==> src/rtl/tmr_pkg.sv <==
package tmr_pkg;

   typedef enum logic [1:0] {
      MODE_OFF = 2'b00,
      MODE_EVT = 2'b01,
      MODE_TMR = 2'b10,
      MODE_PW  = 2'b11
   } tmr_mode_e;

   localparam int ADDR_W = 2;

   localparam logic [ADDR_W-1:0] ADDR_CTRL = 2'd0;
   localparam logic [ADDR_W-1:0] ADDR_CNT  = 2'd1;
   localparam logic [ADDR_W-1:0] ADDR_STAT = 2'd2;
   localparam logic [ADDR_W-1:0] ADDR_PRE  = 2'd3;

   localparam int MODE_HI  = 7;
   localparam int MODE_LO  = 6;
   localparam int RUN_BIT  = 4;
   localparam int EDGE_BIT = 3;
   localparam int FLAG_BIT = 0;
   localparam int IEN_BIT  = 1;

endpackage

==> src/rtl/tmr_pin_sync.sv <==
module tmr_pin_sync #(
   parameter int STAGES = 2
) (
   input  logic clk,
   input  logic rst_n,
   input  logic pin_i,
   output logic level_o,
   output logic rise_o,
   output logic fall_o
);

   generate
      if (STAGES < 2) begin : g_bad_stages
         $error("tmr_pin_sync: STAGES must be at least 2");
      end
   endgenerate

   logic [STAGES-1:0] sync_q;
   logic              prev_q;

   always_ff @(posedge clk or negedge rst_n) begin
      if (!rst_n) begin
         sync_q <= '0;
         prev_q <= 1'b0;
      end else begin
         sync_q <= {sync_q[STAGES-2:0], pin_i};
         prev_q <= sync_q[STAGES-1];
      end
   end

   assign level_o = sync_q[STAGES-1];
   assign rise_o  = level_o & ~prev_q;
   assign fall_o  = ~level_o & prev_q;

endmodule

==> src/rtl/tmr_prescaler.sv <==
module tmr_prescaler #(
   parameter int DIV = 4
) (
   input  logic clk,
   input  logic rst_n,
   input  logic clear_i,
   input  logic en_i,
   output logic tick_o
);

   localparam int PW = (DIV > 2) ? $clog2(DIV) : 1;
   localparam logic [PW-1:0] LAST = PW'(DIV - 1);
   localparam bit POW2 = ((DIV & (DIV - 1)) == 0);

   generate
      if (DIV < 2) begin : g_bad_div
         $error("tmr_prescaler: DIV must be at least 2");
      end
   endgenerate

   logic [PW-1:0] phase_q;

   generate
      if (POW2) begin : g_wrap
         always_ff @(posedge clk or negedge rst_n) begin
            if (!rst_n)       phase_q <= '0;
            else if (clear_i) phase_q <= '0;
            else if (en_i)    phase_q <= phase_q + 1'b1;
         end
      end else begin : g_cmp
         always_ff @(posedge clk or negedge rst_n) begin
            if (!rst_n)       phase_q <= '0;
            else if (clear_i) phase_q <= '0;
            else if (en_i)    phase_q <= (phase_q == LAST) ? '0 : phase_q + 1'b1;
         end
      end
   endgenerate

   assign tick_o = en_i & ~clear_i & (phase_q == LAST);

endmodule

==> src/rtl/tmr_count_core.sv <==
module tmr_count_core #(
   parameter int W = 8
) (
   input  logic         clk,
   input  logic         rst_n,
   input  logic         load_i,
   input  logic [W-1:0] load_val_i,
   input  logic         inc_i,
   input  logic [W-1:0] reload_val_i,
   output logic [W-1:0] cnt_o,
   output logic         ovf_o
);

   logic [W-1:0] cnt_q;

   assign ovf_o = inc_i & (&cnt_q);

   always_ff @(posedge clk or negedge rst_n) begin
      if (!rst_n)     cnt_q <= '0;
      else if (load_i) cnt_q <= load_val_i;
      else if (ovf_o)  cnt_q <= reload_val_i;
      else if (inc_i)  cnt_q <= cnt_q + 1'b1;
   end

   assign cnt_o = cnt_q;

endmodule

==> src/rtl/tmr_evt_cnt.sv <==
module tmr_evt_cnt
   import tmr_pkg::*;
#(
   parameter int CNT_W       = 8,
   parameter int BUS_W       = 8,
   parameter int PRESC_DIV   = 4,
   parameter int SYNC_STAGES = 2
) (
   input  logic              clk,
   input  logic              rst_n,
   input  logic              reg_wr,
   input  logic [ADDR_W-1:0] reg_addr,
   input  logic [BUS_W-1:0]  reg_wdata,
   output logic [BUS_W-1:0]  reg_rdata,
   input  logic              tmr_pin,
   input  logic              pwr_down,
   output logic              irq,
   output logic              wake
);

   generate
      if (BUS_W < 8) begin : g_bad_bus
         $error("tmr_evt_cnt: BUS_W must be at least 8");
      end
      if (CNT_W < 2 || CNT_W > BUS_W) begin : g_bad_cnt
         $error("tmr_evt_cnt: CNT_W must lie in 2..BUS_W");
      end
   endgenerate

   tmr_mode_e        mode_q;
   logic             run_q;
   logic             edge_q;
   logic [CNT_W-1:0] pre_q;
   logic             flag_q;
   logic             ien_q;
   logic             wake_q;

   logic wr_ctrl, wr_pre, wr_stat;
   assign wr_ctrl = reg_wr && (reg_addr == ADDR_CTRL);
   assign wr_pre  = reg_wr && (reg_addr == ADDR_CNT);
   assign wr_stat = reg_wr && (reg_addr == ADDR_STAT);

   logic pin_lvl, pin_rise, pin_fall;

   tmr_pin_sync #(.STAGES(SYNC_STAGES)) u_sync (
      .clk     (clk),
      .rst_n   (rst_n),
      .pin_i   (tmr_pin),
      .level_o (pin_lvl),
      .rise_o  (pin_rise),
      .fall_o  (pin_fall)
   );

   logic int_src, presc_en, presc_clr, tick;
   assign int_src   = (mode_q == MODE_TMR) || (mode_q == MODE_PW);
   assign presc_en  = run_q & int_src & ~pwr_down;
   assign presc_clr = ~(run_q & int_src);

   tmr_prescaler #(.DIV(PRESC_DIV)) u_presc (
      .clk     (clk),
      .rst_n   (rst_n),
      .clear_i (presc_clr),
      .en_i    (presc_en),
      .tick_o  (tick)
   );

   logic active_lvl, pulse_end, inc;
   assign active_lvl = edge_q ? ~pin_lvl : pin_lvl;
   assign pulse_end  = edge_q ? pin_rise : pin_fall;

   always_comb begin
      inc = 1'b0;
      unique case (mode_q)
         MODE_EVT: inc = run_q & (edge_q ? pin_fall : pin_rise);
         MODE_TMR: inc = tick;
         MODE_PW:  inc = tick & active_lvl;
         default:  inc = 1'b0;
      endcase
   end

   logic [CNT_W-1:0] cnt;
   logic             ovf;

   tmr_count_core #(.W(CNT_W)) u_core (
      .clk          (clk),
      .rst_n        (rst_n),
      .load_i       (wr_pre & ~run_q),
      .load_val_i   (reg_wdata[CNT_W-1:0]),
      .inc_i        (inc),
      .reload_val_i (pre_q),
      .cnt_o        (cnt),
      .ovf_o        (ovf)
   );

   always_ff @(posedge clk or negedge rst_n) begin
      if (!rst_n) begin
         mode_q <= MODE_OFF;
         run_q  <= 1'b0;
         edge_q <= 1'b0;
      end else if (wr_ctrl) begin
         mode_q <= tmr_mode_e'(reg_wdata[MODE_HI:MODE_LO]);
         run_q  <= reg_wdata[RUN_BIT];
         edge_q <= reg_wdata[EDGE_BIT];
      end else if (run_q && mode_q == MODE_PW && pulse_end) begin
         run_q  <= 1'b0;
      end
   end

   always_ff @(posedge clk or negedge rst_n) begin
      if (!rst_n)      pre_q <= '0;
      else if (wr_pre) pre_q <= reg_wdata[CNT_W-1:0];
   end

   always_ff @(posedge clk or negedge rst_n) begin
      if (!rst_n) begin
         flag_q <= 1'b0;
         ien_q  <= 1'b0;
      end else begin
         if (ovf)                                flag_q <= 1'b1;
         else if (wr_stat && !reg_wdata[FLAG_BIT]) flag_q <= 1'b0;
         if (wr_stat) ien_q <= reg_wdata[IEN_BIT];
      end
   end

   always_ff @(posedge clk or negedge rst_n) begin
      if (!rst_n) wake_q <= 1'b0;
      else        wake_q <= pwr_down & (wake_q | (ovf & (mode_q == MODE_EVT)));
   end

   always_comb begin
      reg_rdata = '0;
      unique case (reg_addr)
         ADDR_CTRL: begin
            reg_rdata[MODE_HI:MODE_LO] = mode_q;
            reg_rdata[RUN_BIT]         = run_q;
            reg_rdata[EDGE_BIT]        = edge_q;
         end
         ADDR_CNT:  reg_rdata[CNT_W-1:0] = cnt;
         ADDR_STAT: begin
            reg_rdata[FLAG_BIT] = flag_q;
            reg_rdata[IEN_BIT]  = ien_q;
         end
         default:   reg_rdata[CNT_W-1:0] = pre_q;
      endcase
   end

   assign irq  = flag_q & ien_q;
   assign wake = wake_q;

endmodule

==> config.mk <==
export PLATFORM = sky130hd
export DESIGN_NAME = tmr_evt_cnt
export DESIGN_NICKNAME = d
export VERILOG_FILES = /design/src/rtl/tmr_pkg.sv /design/src/rtl/tmr_pin_sync.sv /design/src/rtl/tmr_prescaler.sv /design/src/rtl/tmr_count_core.sv /design/src/rtl/tmr_evt_cnt.sv
export SDC_FILE = /design/constraint.sdc
export NUM_CORES = 1
export LEC_CHECK = 0
export BUFFER_PORTS_ARGS = -buffer_cell sky130_fd_sc_hd__buf_2
export CORE_MARGIN = 1
export CORE_UTILIZATION = 25
export DETAILED_ROUTE_END_ITERATION = 10
export SYNTH_ARGS = -nofsm -noshare
export SYNTH_HDL_FRONTEND = slang
export SYNTH_SLANG_ARGS = --single-unit
export TNS_END_PERCENT = 10
==> constraint.sdc <==
create_clock -name clk -period 2 [get_ports clk]
set_clock_uncertainty 0.1 [all_clocks]
set_input_delay 0.2 -clock clk [delete_from_list [all_inputs] [get_ports clk]]
set_output_delay 0.2 -clock clk [all_outputs]
set_load 0.005 [all_outputs]
## Yosys cells after proc, flatten, opt, wreduce, memory -nomap -nowiden

Index checks and enable logic that the tools add are counted.

| storage, ports and cells | value |
|---|---|
| register bits after elaboration | 28 |
| latch bits | 0 |
| RAM bits | 0 |
| ROM bits | 0 |
| bits of input ports | 15 |
| output and inout port bits | 10 |
| logic and storage cells | 70 |
| memories kept | 0 |

| cells by class | value |
|---|---|
| $add $sub $neg | 2 |
| multipliers | 0 |
| div/mod/pow operators | 0 |
| order comparisons | 0 |
| eq/ne operators | 7 |
| shift operators | 0 |
| multiplexer cells | 18 |
| bitwise operators | 18 |
| reduce and logical (&&, ||, !) cells | 14 |

Operator list:

| operator | count |
|---|---|
| $mux 8 | 3 |
| $pmux 2 s3 | 3 |
| $and 1x1->1 | 13 |
| $add 8x1->8 const B | 1 |
| $eq 2x2->1 const B | 4 |
| $reduce_and 8->1 | 1 |
| $mux 1 | 7 |
| $logic_and 1x1->1 | 6 |
| $eq 2x1->1 const B | 2 |
| $mux 2 | 2 |
| $not 1->1 | 4 |
| $pmux 1 s2 | 2 |
| $reduce_bool 2->1 | 2 |
| $pmux 1 s3 | 1 |
| $reduce_bool 3->1 | 1 |
| $add 2x1->2 const B | 1 |
| $logic_not 2->1 | 1 |
| $ne 2x1->1 const B | 1 |
| $reduce_or 2->1 | 1 |
| $logic_not 1->1 | 1 |
| $logic_or 1x1->1 | 1 |
| $or 1x1->1 | 1 |

## Depth between registers and ports, before layout

| depth | value |
|---|---|
| word-level depth | 12 |
| depth in mapped cells | 6 |
| mapped depth without buffers | 5 |

## By module

From an unflattened synthesis, not the netlist that was laid out.

| unflattened totals | value |
|---|---|
| cell total of the unflattened synthesis | 147 |
| area total of the unflattened synthesis | 1567.8 um^2 |

Modules (own cells, without submodules):

| module | times used | cells an instance | area an instance (um^2) | seq. area each (um^2) |
|---|---|---|---|---|
| tmr_evt_cnt | 1 | 73 | 830.8 | 375.4 |
| tmr_count_core | 1 | 60 | 550.5 | 200.2 |
| tmr_prescaler | 1 | 9 | 96.3 | 50.0 |
| tmr_pin_sync | 1 | 5 | 90.1 | 75.1 |

## Worst setup path before layout

OpenSTA, ideal clock, no wires.

| timing | value |
|---|---|
| path kind | register to register |
| start | register u_presc.phase_q[0] |
| end | register u_core.cnt_q[6] (netlist: u_core.cnt_o[6]) |
| library setup time | 0.094 ns |
| data arrival time | 1.599 ns |
| required time | 1.806 ns |
| path slack | 0.207 ns |
| stages on the path, launching flop included | 6 |
| buffers on the path | 0 |
| clock period less this slack | 1.793 ns |
| cells stage by stage | dfrtp_1 ha_1 nand4b_4 a32o_2 or4_1 a211oi_1 |

| between the ends | value |
|---|---|
| cells in the longest elaborated chain, start to end | 7 |
| elaborated cells between the ends (all ways) | 8 |
| classes of those cells | eq/ne: 1; mux: 3; bitwise: 3; reduce/logical: 1 |

Ends and longest elaborated chain:

| item | line | RTL |
|---|---|---|
| start: declaration | tmr_prescaler.sv:21 | `logic [PW-1:0] phase_q;` |
| start signal: assignment | tmr_prescaler.sv:28 | `else if (en_i) phase_q <= phase_q + 1'b1;` |
| $eq 2x2->1 (*) | tmr_prescaler.sv:39 | `assign tick_o = en_i & ~clear_i & (phase_q == LAST);` |
| $and 1x1->1 (*) | tmr_prescaler.sv:39 |  |
| $and 1x1->1 | tmr_evt_cnt.sv:76 | `MODE_PW: inc = tick & active_lvl;` |
| $pmux 1 s3 (*) | tmr_evt_cnt.sv:73 | `unique case (mode_q)` |
| $and 1x1->1 | tmr_count_core.sv:16 | `assign ovf_o = inc_i & (&cnt_q);` |
| $mux 8 | tmr_count_core.sv:21 | `else if (ovf_o) cnt_q <= reload_val_i;` |
| $mux 8 | tmr_count_core.sv:20 | `else if (load_i) cnt_q <= load_val_i;` |
| end signal: assignment | tmr_count_core.sv:20 |  |
| end signal: assignment | tmr_count_core.sv:21 |  |
| end signal: assignment | tmr_count_core.sv:22 | `else if (inc_i) cnt_q <= cnt_q + 1'b1;` |
| end: declaration | tmr_count_core.sv:14 | `logic [W-1:0] cnt_q;` |

Every way passes the cells marked *; elsewhere a longest branch is shown, timed or not.
A chain may end at the register's enable or synchronous reset.

## Worst setup path after layout

Same ends and word-level chain as after synthesis.

==> qor.txt <==
Status: finished, final reports clean
Final hold vios: 0
Max Root-Sink Buffers: 2
Global route overflow: 0
DRT antenna net count: 0
Fmax: 527 MHz
TNS Setup: 0 ns
Unrepaired setup endpoints after global routing: no
Fin util: 31.7%
Multi-input gate area: 911 µm²
Power Density: 894 nW/µm²
Wire length per cell: 14.6 µm
Register Area: 701 µm²
Dpl hpwl: 3090 µm
Area fraction of the dominant cell type after synthesis: 42.0%
Worst-path clk slew: 0.09 ns
Pins over their slew limit: 0
Worst hold path type: in2reg
GRT Total Usage: 12.1%
Minimum clock period: 1.90 ns
Synth cell types: 44
Max-cap violations: 0
EDFF count, synth: 0
Port Buffers: 24
Worst EP required: 2.09 ns
Critical path peak fanout: 8
Ys Warns: 0
Number of global-route vias before repair: 1433
Worst Setup End Kind: flip-flop
Chip height: 83.7 µm
Die W: 83.7 µm
CTS tree: built
Crit path kind: reg2reg
Initial antenna violation count: 0
DRT iter0 DRCs: 47
Critical Path Start: u_presc.phase_q[0]$_DFFE_PN0P_
Syn Area/Cell: 9.99 µm²
Period utilization: 94.8%
Post-Syn Area: 1670 µm²
DIE AREA: 7010 µm²
Syn_nets: 184
# fillers: 673
Leakage: 0.879 nW
Setup-failing EPs final: 0
Htree depth: 1
Sink Count: 28
Core ar.: 6390 µm²
First-pass GRT wire length: 6940 µm
TritonCTS buffer count: 3
Top cell type by total area after synthesis: dfrtp_1
Sequential element share of the synthesized area: 42.0%
Arrival time worst endpoint: 1.99 ns
Hold path startpoint: reg_wdata[0]
Initial Util: 26.1%
Syn Inst Count: 167
Final Wtd Congestion: 0.906
Clk root buf: clkbuf_8
Ys async rst share: 100%
Tightest Pin Transition: 0.627 ns
DR pass1 iterations: 4
Worst VDD drop: 0.479 mV
Synth Flop Type: dfrtp_1
Setup Buffers After CTS: 0
Final wirelength: 4070 µm
Nets@finish: 219
Synth Register Bits: 28
Routed vias: 1437
Largest cells by area after synthesis: dfrtp_1 (42%), mux2_2 (9.4%), mux2i_1 (5.4%)
Hold WS: 0.0683 ns
Rel. slew slack: 58.2%
Critical Path Start Type: flip-flop
Clock Latency Late Sink: 0.27 ns
DRC: 0
Row Count: 29
Area added between synthesis and finish: 21.2%
ANT cells: 0
Reg2reg start: u_presc.phase_q[0]$_DFFE_PN0P_
Pin count of the biggest net entering global routing: 29
Share of cells above drive strength 1: 29.9%
Num ports: 25
DR vias/cell: 5.17
where the power goes:
| group | switching [mW] | leakage (nW) | total (mW) | internal [mW] |
|---|---|---|---|---|
| registers | 0.161 | 0.341 | 0.849 | 0.689 |
| logic | 0.285 | 0.509 | 0.608 | 0.322 |
| clock network | 0.175 | 0.0288 | 0.351 | 0.176 |
| total | 0.621 | 0.879 | 1.81 | 1.19 |
area by class of cell:
class                      count  share of cell area (%)
clock buffer                   4                    2.72
inverter                       6                    1.11
multi-input combinational    124                    45.0
sequential                    28                    34.6
tap                           77                    4.76
timing repair buffer          39                    11.8
placed cells by master, fill, tap and decap left out, drive strengths merged, types with 4 or more instances in the layout:
| cell type | Yosys | final |
|---|---|---|
| inv | 6 | 6 |
| o211ai | 4 | 4 |
| a21oi | 4 | 4 |
| mux2i | 9 | 9 |
| buf | 3 | 37 |
| nor2 | 7 | 7 |
| dfrtp | 28 | 28 |
| nand3b | 6 | 6 |
| clkbuf | 6 | 4 |
| mux2 | 14 | 14 |
| nand3 | 8 | 8 |
| o21ai | 14 | 14 |
| nand2 | 13 | 13 |
repair_timing:
| action | CTS | global route |
|---|---|---|
| setup endpoints to repair | 0 | 1 |
| gates resized for setup | 0 | 1 |
| endpoints found under the hold margin | 29 | 0 |
| hold buffers | 2 | 0 |
per-stage QoR:
| stage | total power, mW | cell area, µm² | instances | setup slack [ns] |
|---|---|---|---|---|
| 2_1_floorplan | 1.20 | 1670 | 167 | 0.207 |
| 3_3_place_gp | 1.46 | 1950 | 272 | 0.143 |
| 3_5_place_dp | 1.46 | 1950 | 272 | 0.122 |
| 4_1_cts | 1.83 | 2020 | 278 | 0.0835 |
| 5_1_grt | 1.95 | 2020 | 278 | 0.00805 |
| 6_report | 1.81 | 2020 | 278 | 0.104 |
critical path, cell delays in order, from the launching register on:
cell and delay (ns):
dfrtp_1 0.38, ha_1 0.20, nand4b_4 0.13, a32o_2 0.31
or4_1 0.47, a211oi_1 0.23
synth_stat cells (all sizes together), types with 2 or more instances:
cell type	n
nand4	2
buf	3
nor3	2
nand3b	6
inv	6
nor2b	3
clkbuf	6
o221ai	2
mux2i	9
nand2b	3
dfrtp	28
a22o	2
nand2	13
mux2	14
or3	2
or4	2
nor2	7
nand4b	2
o21ai	14
nor4b	2
o211ai	4
or2	2
and2	2
ha	2
nand3	8
a211oi	2
a21oi	4
cells by family after synthesis:
| group | Yosys count | share of synthesized area [%] |
|---|---|---|
| adders and majority gates | 2 | 1.50 |
| xor gates and xnor gates | 2 | 1.05 |
| DFF | 28 | 42.0 |
| and+or+nand+nor | 60 | 21.6 |
| muxes | 23 | 14.8 |
| buffers and inverters | 15 | 3.52 |
| AOI/OAI and AO/OA | 37 | 15.5 |
state kept, by name, summed over array words and instances (netlist names):
signal	cells
pre_q	8
flag_q	1
edge_q	1
mode_q	2
run_q	1
u_sync.prev_q	1
u_core.cnt_o	8
u_presc.phase_q	2
wake	1
u_sync.sync_q	2
ien_q	1
metal layers:
layer	share of wire, %	vias up	global-route usage [%]
met1	50	712	17.9
met5	0	-	0
li1	-	691	-
met4	0.76	0	2.77
met2	47	28	18.9
met3	3.0	6	1.38
worst paths after layout:
path / slack (ns) / endpoint / cells past startpoint
max: 0.10 / u_core.cnt_o[6]$_DFFE_PN0P_ / 5
min: 0.07 / u_core.cnt_o[0]$_DFFE_PN0P_ / 3
max reg2reg: 0.10 / u_core.cnt_o[6]$_DFFE_PN0P_ / 5
min reg2reg: 0.26 / u_sync.sync_q[1]$_DFF_PN0_ / 0
max in group asynchronous: 1.02 / u_core.cnt_o[6]$_DFFE_PN0P_ / 2
min in group asynchronous: 0.37 / u_sync.sync_q[0]$_DFF_PN0_ / 2
No activity file was read; power rests on OpenSTA's default activity.
